<file path="config.mk">
export PLATFORM = sky130hd
export DESIGN_NAME = sdclk_pwr_ctrl
export DESIGN_NICKNAME = d
export VERILOG_FILES = /design/src/rtl/sdcp_pkg.sv /design/src/rtl/sdcp_power.sv /design/src/rtl/sdcp_divider.sv /design/src/rtl/sdcp_idle_gate.sv /design/src/rtl/sdclk_pwr_ctrl.sv
export SDC_FILE = /design/constraint.sdc
export NUM_CORES = 1
export LEC_CHECK = 0
export BUFFER_PORTS_ARGS = -buffer_cell sky130_fd_sc_hd__buf_2
export CAP_MARGIN = 40
export CORE_UTILIZATION = 58
export CTS_CLUSTER_DIAMETER = 120
export DETAILED_ROUTE_END_ITERATION = 16
export GPL_TIMING_DRIVEN = 0
export PLACE_DENSITY = 0.8
export SLEW_MARGIN = 10
export SYNTH_ARGS = -nofsm -noshare
export SYNTH_HDL_FRONTEND = slang
export SYNTH_SLANG_ARGS = --single-unit
</file>
<file path="constraint.sdc">
create_clock -name clk_i -period 2.6 [get_ports clk_i]
set_input_delay 0.26 -clock clk_i [delete_from_list [all_inputs] [get_ports clk_i]]
set_output_delay 0.26 -clock clk_i [all_outputs]
set_load 0.02 [all_outputs]
</file>
<file path="src/rtl/sdcp_pkg.sv">
package sdcp_pkg;
    typedef enum logic [1:0] {
        PWR_OFF  = 2'b00,
        PWR_RSVD = 2'b01,
        PWR_UP   = 2'b10,
        PWR_ON   = 2'b11
    } pwr_mode_e;

    localparam int unsigned DEF_DIV_W        = 8;
    localparam int unsigned DEF_IDLE_PERIODS = 8;
endpackage

</file>
<file path="src/rtl/sdcp_power.sv">
module sdcp_power
    import sdcp_pkg::*;
(
    input  logic       clk_i,
    input  logic       rst_ni,
    input  logic [1:0] mode_i,
    output logic       pwr_on_o
);
    typedef struct packed {
        logic on;
    } pwr_state_t;

    pwr_state_t st_d, st_q;

    always_comb begin
        st_d    = st_q;
        // only the full power-on phase enables the bus; reserved code acts as off
        st_d.on = (pwr_mode_e'(mode_i) == PWR_ON);
    end

    always_ff @(posedge clk_i or negedge rst_ni) begin
        if (!rst_ni) st_q <= '0;
        else         st_q <= st_d;
    end

    assign pwr_on_o = st_q.on;
endmodule

</file>
<file path="src/rtl/sdcp_divider.sv">
module sdcp_divider #(
    parameter int unsigned DIV_W = 8
) (
    input  logic             clk_i,
    input  logic             rst_ni,
    input  logic             run_i,
    input  logic             bypass_i,
    input  logic [DIV_W-1:0] div_i,
    output logic             rise_o,
    output logic             level_o
);
    localparam int unsigned PER_W = DIV_W + 1;

    typedef struct packed {
        logic [PER_W-1:0] cnt;
        logic [PER_W-1:0] per;
    } div_state_t;

    div_state_t st_d, st_q;
    logic [PER_W-1:0] next_per;
    logic             last;

    always_comb begin
        next_per = bypass_i ? PER_W'(1) : (PER_W'(div_i) + PER_W'(2));
        last     = (st_q.cnt == st_q.per - PER_W'(1));
        st_d     = st_q;
        if (!run_i) begin
            // parked: restart from the period start with the current setting
            st_d.cnt = '0;
            st_d.per = next_per;
        end else if (last) begin
            // period boundary: the only point where a new setting is taken
            st_d.cnt = '0;
            st_d.per = next_per;
        end else begin
            st_d.cnt = st_q.cnt + PER_W'(1);
        end
    end

    always_ff @(posedge clk_i or negedge rst_ni) begin
        if (!rst_ni) begin
            st_q.cnt <= '0;
            st_q.per <= PER_W'(2);
        end else begin
            st_q <= st_d;
        end
    end

    assign rise_o  = run_i && (st_q.cnt == '0);
    assign level_o = run_i && (st_q.cnt < (st_q.per >> 1));
endmodule

</file>
<file path="src/rtl/sdcp_idle_gate.sv">
module sdcp_idle_gate #(
    parameter int unsigned IDLE_PERIODS = 8
) (
    input  logic clk_i,
    input  logic rst_ni,
    input  logic pwr_on_i,
    input  logic psave_i,
    input  logic cmd_idle_i,
    input  logic dat_idle_i,
    input  logic rise_i,
    output logic stop_o
);
    localparam int unsigned CW = $clog2(IDLE_PERIODS + 1);
    localparam logic [CW-1:0] LIMIT = CW'(IDLE_PERIODS);

    typedef struct packed {
        logic [CW-1:0] cnt;
        logic          stop;
    } idle_state_t;

    idle_state_t st_d, st_q;
    logic        both_idle;

    always_comb begin
        both_idle = cmd_idle_i && dat_idle_i;
        st_d      = st_q;
        if (!pwr_on_i || !psave_i || !both_idle) begin
            st_d.cnt  = '0;
            st_d.stop = 1'b0;
        end else begin
            if (rise_i && (st_q.cnt < LIMIT)) st_d.cnt = st_q.cnt + CW'(1);
            st_d.stop = (st_d.cnt == LIMIT);
        end
    end

    always_ff @(posedge clk_i or negedge rst_ni) begin
        if (!rst_ni) st_q <= '0;
        else         st_q <= st_d;
    end

    assign stop_o = st_q.stop;
endmodule

</file>
<file path="src/rtl/sdclk_pwr_ctrl.sv">
module sdclk_pwr_ctrl
    import sdcp_pkg::*;
#(
    parameter int unsigned DIV_W        = DEF_DIV_W,
    parameter int unsigned IDLE_PERIODS = DEF_IDLE_PERIODS
) (
    input  logic             clk_i,
    input  logic             rst_ni,
    input  logic [1:0]       pwr_mode_i,
    input  logic [DIV_W-1:0] div_i,
    input  logic             bypass_i,
    input  logic             psave_i,
    input  logic             cmd_idle_i,
    input  logic             dat_idle_i,
    output logic             card_clk_o,
    output logic             clk_gate_o,
    output logic             clk_rise_o,
    output logic             drv_en_o
);
    logic pwr_on;
    logic stop;
    logic run;
    logic rise;
    logic level;

    sdcp_power u_power (
        .clk_i   (clk_i),
        .rst_ni  (rst_ni),
        .mode_i  (pwr_mode_i),
        .pwr_on_o(pwr_on)
    );

    assign run = pwr_on && !stop;

    sdcp_divider #(.DIV_W(DIV_W)) u_div (
        .clk_i   (clk_i),
        .rst_ni  (rst_ni),
        .run_i   (run),
        .bypass_i(bypass_i),
        .div_i   (div_i),
        .rise_o  (rise),
        .level_o (level)
    );

    sdcp_idle_gate #(.IDLE_PERIODS(IDLE_PERIODS)) u_idle (
        .clk_i     (clk_i),
        .rst_ni    (rst_ni),
        .pwr_on_i  (pwr_on),
        .psave_i   (psave_i),
        .cmd_idle_i(cmd_idle_i),
        .dat_idle_i(dat_idle_i),
        .rise_i    (rise),
        .stop_o    (stop)
    );

    assign card_clk_o = level;
    assign clk_gate_o = run;
    assign clk_rise_o = rise;
    assign drv_en_o   = pwr_on;
endmodule

</file>
==> results.sh, run 1 <==
export IMPL_synth_top_cell_by_area="dfrtp_1"
export IMPL_slew_headroom_pct=64.06
export IMPL_numCtsBuffers=3
export IMPL_preCtsSetupSlack_ns=0.1132
export IMPL_setup_viol=0
export IMPL_ios=20
export IMPL_worst_slew_pin_slew_ns=0.5391
export IMPL_fp_dieW_microns=55.55
export IMPL_clock_latency_ns=0.33
export IMPL_grtUsageTotal_pct=24.34
export IMPL_clock_path_buffers=2
export IMPL_syn_avg_cell_area_sq_um=9.668
export IMPL_final_cells=231
export IMPL_synth_xor_area_share_pct=12.64
export IMPL_grt_overflow_total=0
export IMPL_critPathKind="reg2reg"
export IMPL_total_power_mw=1.269
export IMPL_htree_levels=1
export IMPL_yosysTopAreaCellShare_pct=34.61
export IMPL_grt_pass1_wl_mm=5.885
export IMPL_cts_num_sinks=24
export IMPL_die_height_microns=55.55
export IMPL_status="completed"
export IMPL_ys_flop_type="dfrtp_1"
export IMPL_cp_end_kind="flip-flop"
export IMPL_report_final_slew_viol_count=0
export IMPL_required_ns=2.86
export IMPL_synth_compound_gate_area_share_pct=12.87
export IMPL_min_path_type="in2reg"
export IMPL_synthMostInstantiatedCell="dfrtp_1"
export IMPL_p_per_area_nw_per_um2=668.9
export IMPL_nNetsFinal=229
export IMPL_synth_area_top_cells="dfrtp_1 (35%), ha_1 (9.0%), xnor2_1 (6.3%)"
export IMPL_drive_gt1_share_pct=23.50
export IMPL_cts_tree="built"
export IMPL_syn_area_sq_um=1663
export IMPL_hold_viol=0
export IMPL_rows=19
export IMPL_dp_hpwl_mm=2.731
export IMPL_grt_max_degree=25
export IMPL_initial_core_util_pct=60.82
export IMPL_wl_per_cell_microns=15.15
export IMPL_synthArstFlopShare_pct=100.0
export IMPL_timing_final_crit_share_pct=94.18
export IMPL_synth_cells=172
export IMPL_p_leak_nw=0.8765
export IMPL_syn_nets=200
export IMPL_first_pass_iters=4
export IMPL_num_vias=1384
export IMPL_setup_slack_ns=0.1513
export IMPL_area_delta_synth_final_pct=14.07
export IMPL_routed_via_density=5.991
export IMPL_root_buffer="clkbuf_4"
export IMPL_ir_worst_vdd_mv=0.6086
export IMPL_path_clk_slew_ns=0.14
export IMPL_yosysWarningCount=0
export IMPL_final_setup_tns_ns=0
export IMPL_crit_path_max_fanout=9
export IMPL_globalplace_congestion=0.8472
export IMPL_rsz0062_at_grt="no"
export IMPL_synth_common_cells="dfrtp_1 (23), nor2_1 (18), ha_1 (12), xnor2_1 (12), xor2_1 (12)"
export IMPL_synth_simple_area_share_pct=23.78
export IMPL_startpoint_type="flip-flop"
export IMPL_antenna_found_initial=0
export IMPL_postRouteAntennaNets=0
export IMPL_routed_wl_mm=3.500
export IMPL_max_freq_ghz=0.4084
export IMPL_crit_chain="inv_1 > ha_1 > and2b_1 > a221o_1 > o311ai_1 > nor2_2 > or4_4 > o22ai_2"
export IMPL_crit_arrival_ns=2.71
export IMPL_slowest_stage="dfstp_2"
export IMPL_io_buffers=19
export IMPL_dieArea_sq_um=3085
export IMPL_coreArea_sq_um=2734
export IMPL_dp_cells=222
export IMPL_yosys_area_share_adder_pct=9.029
export IMPL_synth_cell_types=50
export IMPL_synth_edff_count=0
export IMPL_drc=0
export IMPL_synth_area_mux_share_pct=1.204
export IMPL_antenna_cells=0
export IMPL_period_needed_ns=2.449
export IMPL_drt_iter0_markers=42
export IMPL_slowest_delay_ns=0.59
export IMPL_drv_cap=0
export IMPL_yosysSeqAreaShare_pct=36.19
export IMPL_synth_seq_cells=24
export IMPL_worst_clock_skew_ns=0.002564
export IMPL_synth_top_family_by_area="simple AND/OR/NAND/NOR gates"
export IMPL_grt_pass1_vias=1331
-- cells in the final DEF (no fill, tap or decap), drive strengths merged, types with 6 or more instances in the layout --
cell type and instances:
ha 12, o22ai 8, xnor2 12, inv 11
buf 26, nand3 6, and3 6, or3 6
nor2 19, dfrtp 23, xor2 12
-- where the power goes --
part           internal (mW)  switching, mW  leakage, nW  total, mW
Clock                  0.156          0.122       0.0279      0.278
Sequential             0.422         0.0648        0.318      0.487
Combinational          0.233          0.270        0.530      0.503
Total                  0.811          0.457        0.877       1.27
-- per-layer routing --
layer | GRT usage (%) | vias to the layer above | routed length (microns)
met4 | 11.79 | 0 | 44
met5 | 0 | - | 0
li1 | - | 670 | -
met1 | 28.02 | 671 | 1528
met3 | 3.044 | 5 | 129
met2 | 44.23 | 38 | 1797
-- cell families after synthesis --
group / count (synthesis)
compound gates: 28
xor+xnor: 24
fa+ha+maj: 12
buf+inv: 16
flops: 24
mux: 2
simple gates: 66
-- layout make-up --
class / instances / area, sq um
Sequential cell: 24 / 603.1
Fill cell: 197 / 837.1
Buffer: 5 / 32.53
Inverter: 11 / 41.29
Clock buffer: 3 / 22.52
Timing Repair Buffer: 24 / 135.1
Multi-Input combinational cell: 132 / 993.5
Tap cell: 31 / 38.79
Clock inverter: 1 / 30.03
-- repair_timing --
action / 4_1_cts / 5_1_grt
setup buffers: 0 / 4
resized for setup: 1 / 4
hold buffers: 1 / 0
cloned: 0 / 0
hold endpoints to repair: 23 / 0
setup endpoints to repair: 1 / 12
pin swaps: 0 / 1
-- per-stage QoR --
| stage | hold WS (ns) | area (sq um) | util [%] |
|---|---|---|---|
| 6_report | 0.1387 | 1897 | 69.38 |
| 5_1_grt | 0.1283 | 1897 | 69.38 |
| 4_1_cts | 0.1365 | 1861 | 68.05 |
| 3_5_place_dp | 0.2689 | 1797 | 65.72 |
| 3_3_place_gp | 0.2625 | 1797 | 65.72 |
| 2_1_floorplan | -0.03559 | 1663 | - |
-- critical path: cells and delay by family, from the launching register on --
kind                     cells  cell delay (ns)
buffers and inverters        1             0.06
AND/OR/NAND/NOR              3             0.91
adder cells (fa/ha/maj)      1             0.24
AO/OA/AOI/OAI                3             0.58
flip-flops                   1             0.59
-- registers in the layout, indices dropped and copies added (netlist names) --
| name | count |
|---|---|
| u_idle.stop_o | 1 |
| u_idle.st_q | 4 |
| u_power.pwr_on_o | 1 |
| u_div.st_q | 18 |
-- worst paths after layout --
kind	endpoint	start	depth (start not counted)	slack, ns
setup / recovery	u_div.st_q[8]	u_div.st_q[1]	8	0.15
hold / removal	u_power.pwr_on_o	pwr_mode_i[1]	2	0.14
setup reg to reg	u_div.st_q[8]	u_div.st_q[1]	8	0.15
hold reg to reg	u_idle.st_q[4]	u_idle.st_q[4]	2	0.56
max in group asynchronous	u_div.st_q[2]	rst_ni	2	1.79
min in group asynchronous	u_idle.st_q[3]	rst_ni	2	0.42
No activity file was read; power rests on OpenSTA's default activity.
==> inputs of run 2 (changes only) <==
Settings changed: REMOVE_ABC_BUFFERS from default to 1.
==> run 2 against run 1 <==
  * Global-route usage shrank 0.40 points
  * Register-to-register slack lost 0.03 ns
  * Count of clock-buffer cells in the layout grew 1
  * Core utilization shrank 2.7 points
  * Final cell count shrank 3.5%
  * Worst hold slack lost 0.0079 ns
  * Critical path type unchanged
==> results.sh, run 2 (synthesis results as in run 1) <==
export IMPL_cts_tree="built"
export IMPL_final_common_cell="dfrtp_1"
export IMPL_required_ns=2.85
export IMPL_cts_num_sinks=24
export IMPL_rows=19
export IMPL_final_cells=223
export IMPL_area_delta_synth_final_pct=9.556
export IMPL_final_setup_tns_ns=0
export IMPL_htree_levels=1
export IMPL_grt_pass1_vias=1365
export IMPL_setup_viol=0
export IMPL_coreArea_sq_um=2734
export IMPL_routed_wl_mm=3.284
export IMPL_largest_register="u_div.st_q"
export IMPL_die_height_microns=55.55
export IMPL_clock_path_buffers=2
export IMPL_worst_slew_pin_slew_ns=0.5773
export IMPL_rsz0062_at_grt="no"
export IMPL_dp_hpwl_mm=2.547
export IMPL_r2r_end="u_div.st_q[8]"
export IMPL_globalplace_congestion=0.8426
export IMPL_startpoint_type="flip-flop"
export IMPL_numCtsBuffers=3
export IMPL_cp_end_kind="flip-flop"
export IMPL_slew_headroom_pct=61.37
export IMPL_fillers=227
export IMPL_r2r_slack_ns=0.12
export IMPL_report_final_slew_viol_count=0
export IMPL_multi_input_area_sq_um=989.7
export IMPL_path_clk_slew_ns=0.13
export IMPL_mostFrequentLayoutCells="dfrtp_1 (22), buf_2 (19), nor2_1 (18)"
export IMPL_postRouteAntennaNets=0
export IMPL_drv_cap=0
export IMPL_grt_max_degree=25
export IMPL_antenna_found_initial=0
export IMPL_antenna_cells=0
export IMPL_first_pass_iters=4
export IMPL_max_freq_ghz=0.4038
export IMPL_total_power_mw=1.137
export IMPL_p_per_area_nw_per_um2=624.3
export IMPL_timing_final_crit_share_pct=95.25
export IMPL_fp_dieW_microns=55.55
export IMPL_min_path_type="in2reg"
export IMPL_post_route_util_pct=66.64
export IMPL_timing_rr_start="u_div.st_q[1]"
export IMPL_ios=20
export IMPL_crit_path_start="u_div.st_q[1]"
export IMPL_status="completed"
export IMPL_nNetsFinal=221
export IMPL_num_vias=1326
export IMPL_min_from="pwr_mode_i[1]"
export IMPL_r2r_cells=8
export IMPL_wl_per_cell_microns=14.73
export IMPL_grtUsageTotal_pct=23.93
export IMPL_critPathKind="reg2reg"
export IMPL_drt_iter0_markers=43
export IMPL_initial_core_util_pct=60.82
export IMPL_crit_path_max_fanout=9
export IMPL_period_needed_ns=2.477
export IMPL_worst_clock_skew_ns=0.001202
export IMPL_root_buffer="clkbuf_4"
export IMPL_clock_latency_ns=0.32
export IMPL_grt_overflow_total=0
export IMPL_drc=0
export IMPL_reg_top3="u_div.st_q x18, u_idle.st_q x4"
export IMPL_largest_register_ffs=18
export IMPL_p_leak_nw=0.8326
export IMPL_seq_area_sq_um=603.1
export IMPL_ir_worst_vdd_mv=0.4667
export IMPL_io_buffers=19
export IMPL_dieArea_sq_um=3085
export IMPL_hold_end="u_power.pwr_on_o"
export IMPL_dp_cells=217
export IMPL_crit_arrival_ns=2.73
export IMPL_routed_via_density=5.946
export IMPL_whs_path_depth=2
export IMPL_hold_viol=0
export IMPL_drive_gt1_share_pct=20.31
export IMPL_grt_pass1_wl_mm=5.844
[run 2: worst max path at each step]
| stage | end |
|---|---|
| final | u_div.st_q[8] |
| after global routing | u_div.st_q[0] |
| after CTS | card_clk_o |
| after detailed placement | u_div.st_q[8] |
| after global placement | u_div.st_q[8] |
| after floorplan | card_clk_o |
[run 2: layout make-up]
class	count	area share, %
multi-input cells	132	54.33
inverters	11	2.266
clock buffers	4	1.992
repair buffers	21	6.181
well taps	31	2.129
flip-flops and latches	24	33.10
[run 2: metrics by stage]
stage,setup WS (ns),hold slack (ns),instance area (sq um)
after global routing,0.002626,0.1059,1822
after global placement,0.2299,0.2618,1767
after CTS,0.01063,0.1298,1813
after floorplan,0.02677,-0.03559,1633
final,0.1234,0.1308,1822
after detailed placement,0.1850,0.2737,1767
[run 2: layer usage]
| metal | share of wire, % | up-vias | global-route usage (%) |
|---|---|---|---|
| li1 | - | 655 | - |
| met1 | 41 | 632 | 26.50 |
| met2 | 54 | 32 | 44.92 |
| met3 | 3.3 | 7 | 3.279 |
| met4 | 1.9 | 0 | 10.71 |
| met5 | 0 | - | 0 |
[run 2: repair_timing]
action | CTS | global route
resized for setup | 0 | 1
setup buffers | 0 | 1
endpoints found under the setup margin | 0 | 1
hold buffers | 1 | 0
endpoints found under the hold margin | 23 | 0
[run 2: power by group]
| part | switching [mW] | total [mW] | leakage (nW) | internal [mW] |
|---|---|---|---|---|
| clock | 0.113 | 0.199 | 0.0210 | 0.0858 |
| combinational | 0.252 | 0.455 | 0.493 | 0.203 |
| sequential | 0.0616 | 0.483 | 0.318 | 0.422 |
[run 2: critical path, cell delays in order (launching register included)]
cell,delay [ns]
dfstp_2,0.57
inv_1,0.06
ha_1,0.23
and2b_1,0.21
a221o_1,0.36
o311ai_1,0.10
nor2_1,0.21
or4_4,0.55
o22ai_2,0.12
==> inputs of run 3 (changes only) <==
Settings changed: CORE_UTILIZATION 58 to 26, PLACE_DENSITY 0.8 to default.
==> run 3 against run 2 <==
  * Non-clock buffer count is the same
  * Worst hold slack gained 0.071 ns
  * Clock skew grew 0.0062 ns
  * Wire length shrank 1.4%
  * Count of clock-buffer cells in the layout shrank 1
  * Sequential power is essentially flat
  * Largest cell class unchanged
  * Highest routed layer unchanged
==> results.sh, run 3 (synthesis results as in run 1) <==
export IMPL_grtUsageTotal_pct=10.81
export IMPL_critPathKind="reg2reg"
export IMPL_preCtsSetupSlack_ns=0.1641
export IMPL_final_setup_tns_ns=0
export IMPL_initial_core_util_pct=27.44
export IMPL_htree_levels=1
export IMPL_crit_path_start="u_div.st_q[1]"
export IMPL_io_buffers=19
export IMPL_grt_pass1_vias=1217
export IMPL_root_buffer="clkbuf_8"
export IMPL_place_area_sq_um=1822
export IMPL_setup_slack_ns=0.1571
export IMPL_postRouteAntennaNets=0
export IMPL_antenna_cells=0
export IMPL_first_pass_iters=4
export IMPL_rows=28
export IMPL_cts_tree="built"
export IMPL_nNetsFinal=221
export IMPL_p_leak_nw=0.8473
export IMPL_routedLengthMet1_mm=1.632
export IMPL_grt_pass1_wl_mm=5.699
export IMPL_report_final_slew_viol_count=0
export IMPL_slew_headroom_pct=58.17
export IMPL_min_path_type="in2reg"
export IMPL_path_clk_slew_ns=0.09
export IMPL_rsz0062_at_grt="no"
export IMPL_cts_num_sinks=24
export IMPL_dp_hpwl_mm=2.522
export IMPL_numCtsBuffers=3
export IMPL_timing_rr_start="u_div.st_q[1]"
export IMPL_drv_cap=0
export IMPL_final_area_sq_um=1913
export IMPL_ir_worst_vdd_mv=0.4232
export IMPL_total_power_mw=1.257
export IMPL_wl_per_cell_microns=12.13
export IMPL_crit_arrival_ns=2.64
export IMPL_timing_final_crit_share_pct=93.96
export IMPL_status="completed"
export IMPL_setup_viol=0
export IMPL_antenna_found_initial=0
export IMPL_drc=0
export IMPL_period_needed_ns=2.443
export IMPL_clock_latency_ns=0.27
export IMPL_largest_register="u_div.st_q"
export IMPL_routed_via_density=4.742
export IMPL_p_per_area_nw_per_um2=657.2
export IMPL_reg_top3="u_div.st_q x18, u_idle.st_q x4"
export IMPL_startpoint_type="flip-flop"
export IMPL_cp_end_kind="flip-flop"
export IMPL_ios=20
export IMPL_routed_wl_mm=3.238
export IMPL_largest_register_ffs=18
export IMPL_fp_dieW_microns=81.97
export IMPL_globalplace_congestion=0.7677
export IMPL_wl_met3_microns=34
export IMPL_grt_max_degree=25
export IMPL_final_common_cell="dfrtp_1"
export IMPL_num_vias=1266
export IMPL_crit_path_max_fanout=9
export IMPL_highest_layer="met4"
export IMPL_required_ns=2.79
export IMPL_wl_met2_mm=1.553
export IMPL_clock_path_buffers=2
export IMPL_max_freq_ghz=0.4093
export IMPL_drt_iter0_markers=68
export IMPL_drive_gt1_share_pct=20.31
export IMPL_worst_clock_skew_ns=0.007359
export IMPL_die_height_microns=81.97
export IMPL_coreArea_sq_um=6061
export IMPL_hold_viol=0
export IMPL_grt_overflow_total=0
export IMPL_mostFrequentLayoutCells="dfrtp_1 (22), buf_2 (19), nor2_1 (18)"
export IMPL_min_from="pwr_mode_i[1]"
export IMPL_area_delta_synth_final_pct=15.05
export IMPL_worst_slew_pin_slew_ns=0.6252
export IMPL_dieArea_sq_um=6719
## run 3: timing repair
item                                    4_1_cts  5_1_grt
hold buffers                                  1        0
endpoints found under the setup margin        1        1
buffers inserted                              0        1
endpoints found under the hold margin        23        0
gates resized for setup                       1        1
## run 3: path summary, 6_finish.rpt
| path | to | cells past startpoint | slack (ns) |
|---|---|---|---|
| min in group asynchronous | u_div.st_q[0] | 2 | 0.50 |
| max in group asynchronous | u_div.st_q[2] | 2 | 1.71 |
| worst max register to register | u_div.st_q[8] | 8 | 0.16 |
| worst min-delay path | u_power.pwr_on_o | 2 | 0.20 |
| worst min register to register | u_div.st_q[9] | 1 | 0.53 |
| worst max-delay path | u_div.st_q[8] | 8 | 0.16 |
## run 3: final cells by class
type,instances,area [sq um]
fill,626,4148
multi-input combinational,132,991.0
sequential,24,603.1
timing repair buffer,21,112.6
tap,75,93.84
clock buffer,3,41.29
inverter,11,41.29
clock inverter,1,30.03
## run 3: worst max-delay path: stages, from the launching register on
cell and delay (ns):
dfstp_2 0.56, inv_1 0.06, ha_1 0.23, and2b_1 0.21
a221o_1 0.35, o311ai_1 0.08, nor2_1 0.21, or4_4 0.55
o22ai_2 0.12
## run 3: through the flow
| stage | hold WS, ns | utilization, % | cells |
|---|---|---|---|
| 3_3_place_gp | 0.2783 | 30.06 | 261 |
| 4_1_cts | 0.1957 | 31.42 | 266 |
| 5_1_grt | 0.2031 | 31.56 | 267 |
| 2_1_floorplan | -0.03559 | - | 167 |
| 3_5_place_dp | 0.2796 | 30.06 | 261 |
| 6_report | 0.2021 | 31.56 | 267 |
## run 3: routing by layer
layer  vias to the layer above  track usage (%)
met4                         0            3.158
li1                        657                -
met2                         8            17.27
met5                         -                0
met1                       599            15.33
met3                         2            1.000
## run 3: power breakdown
part	internal (mW)	switching (mW)	leakage, nW	total, mW
sequential	0.422	0.0592	0.318	0.481
combinational	0.203	0.249	0.493	0.452
clock	0.206	0.119	0.0357	0.325
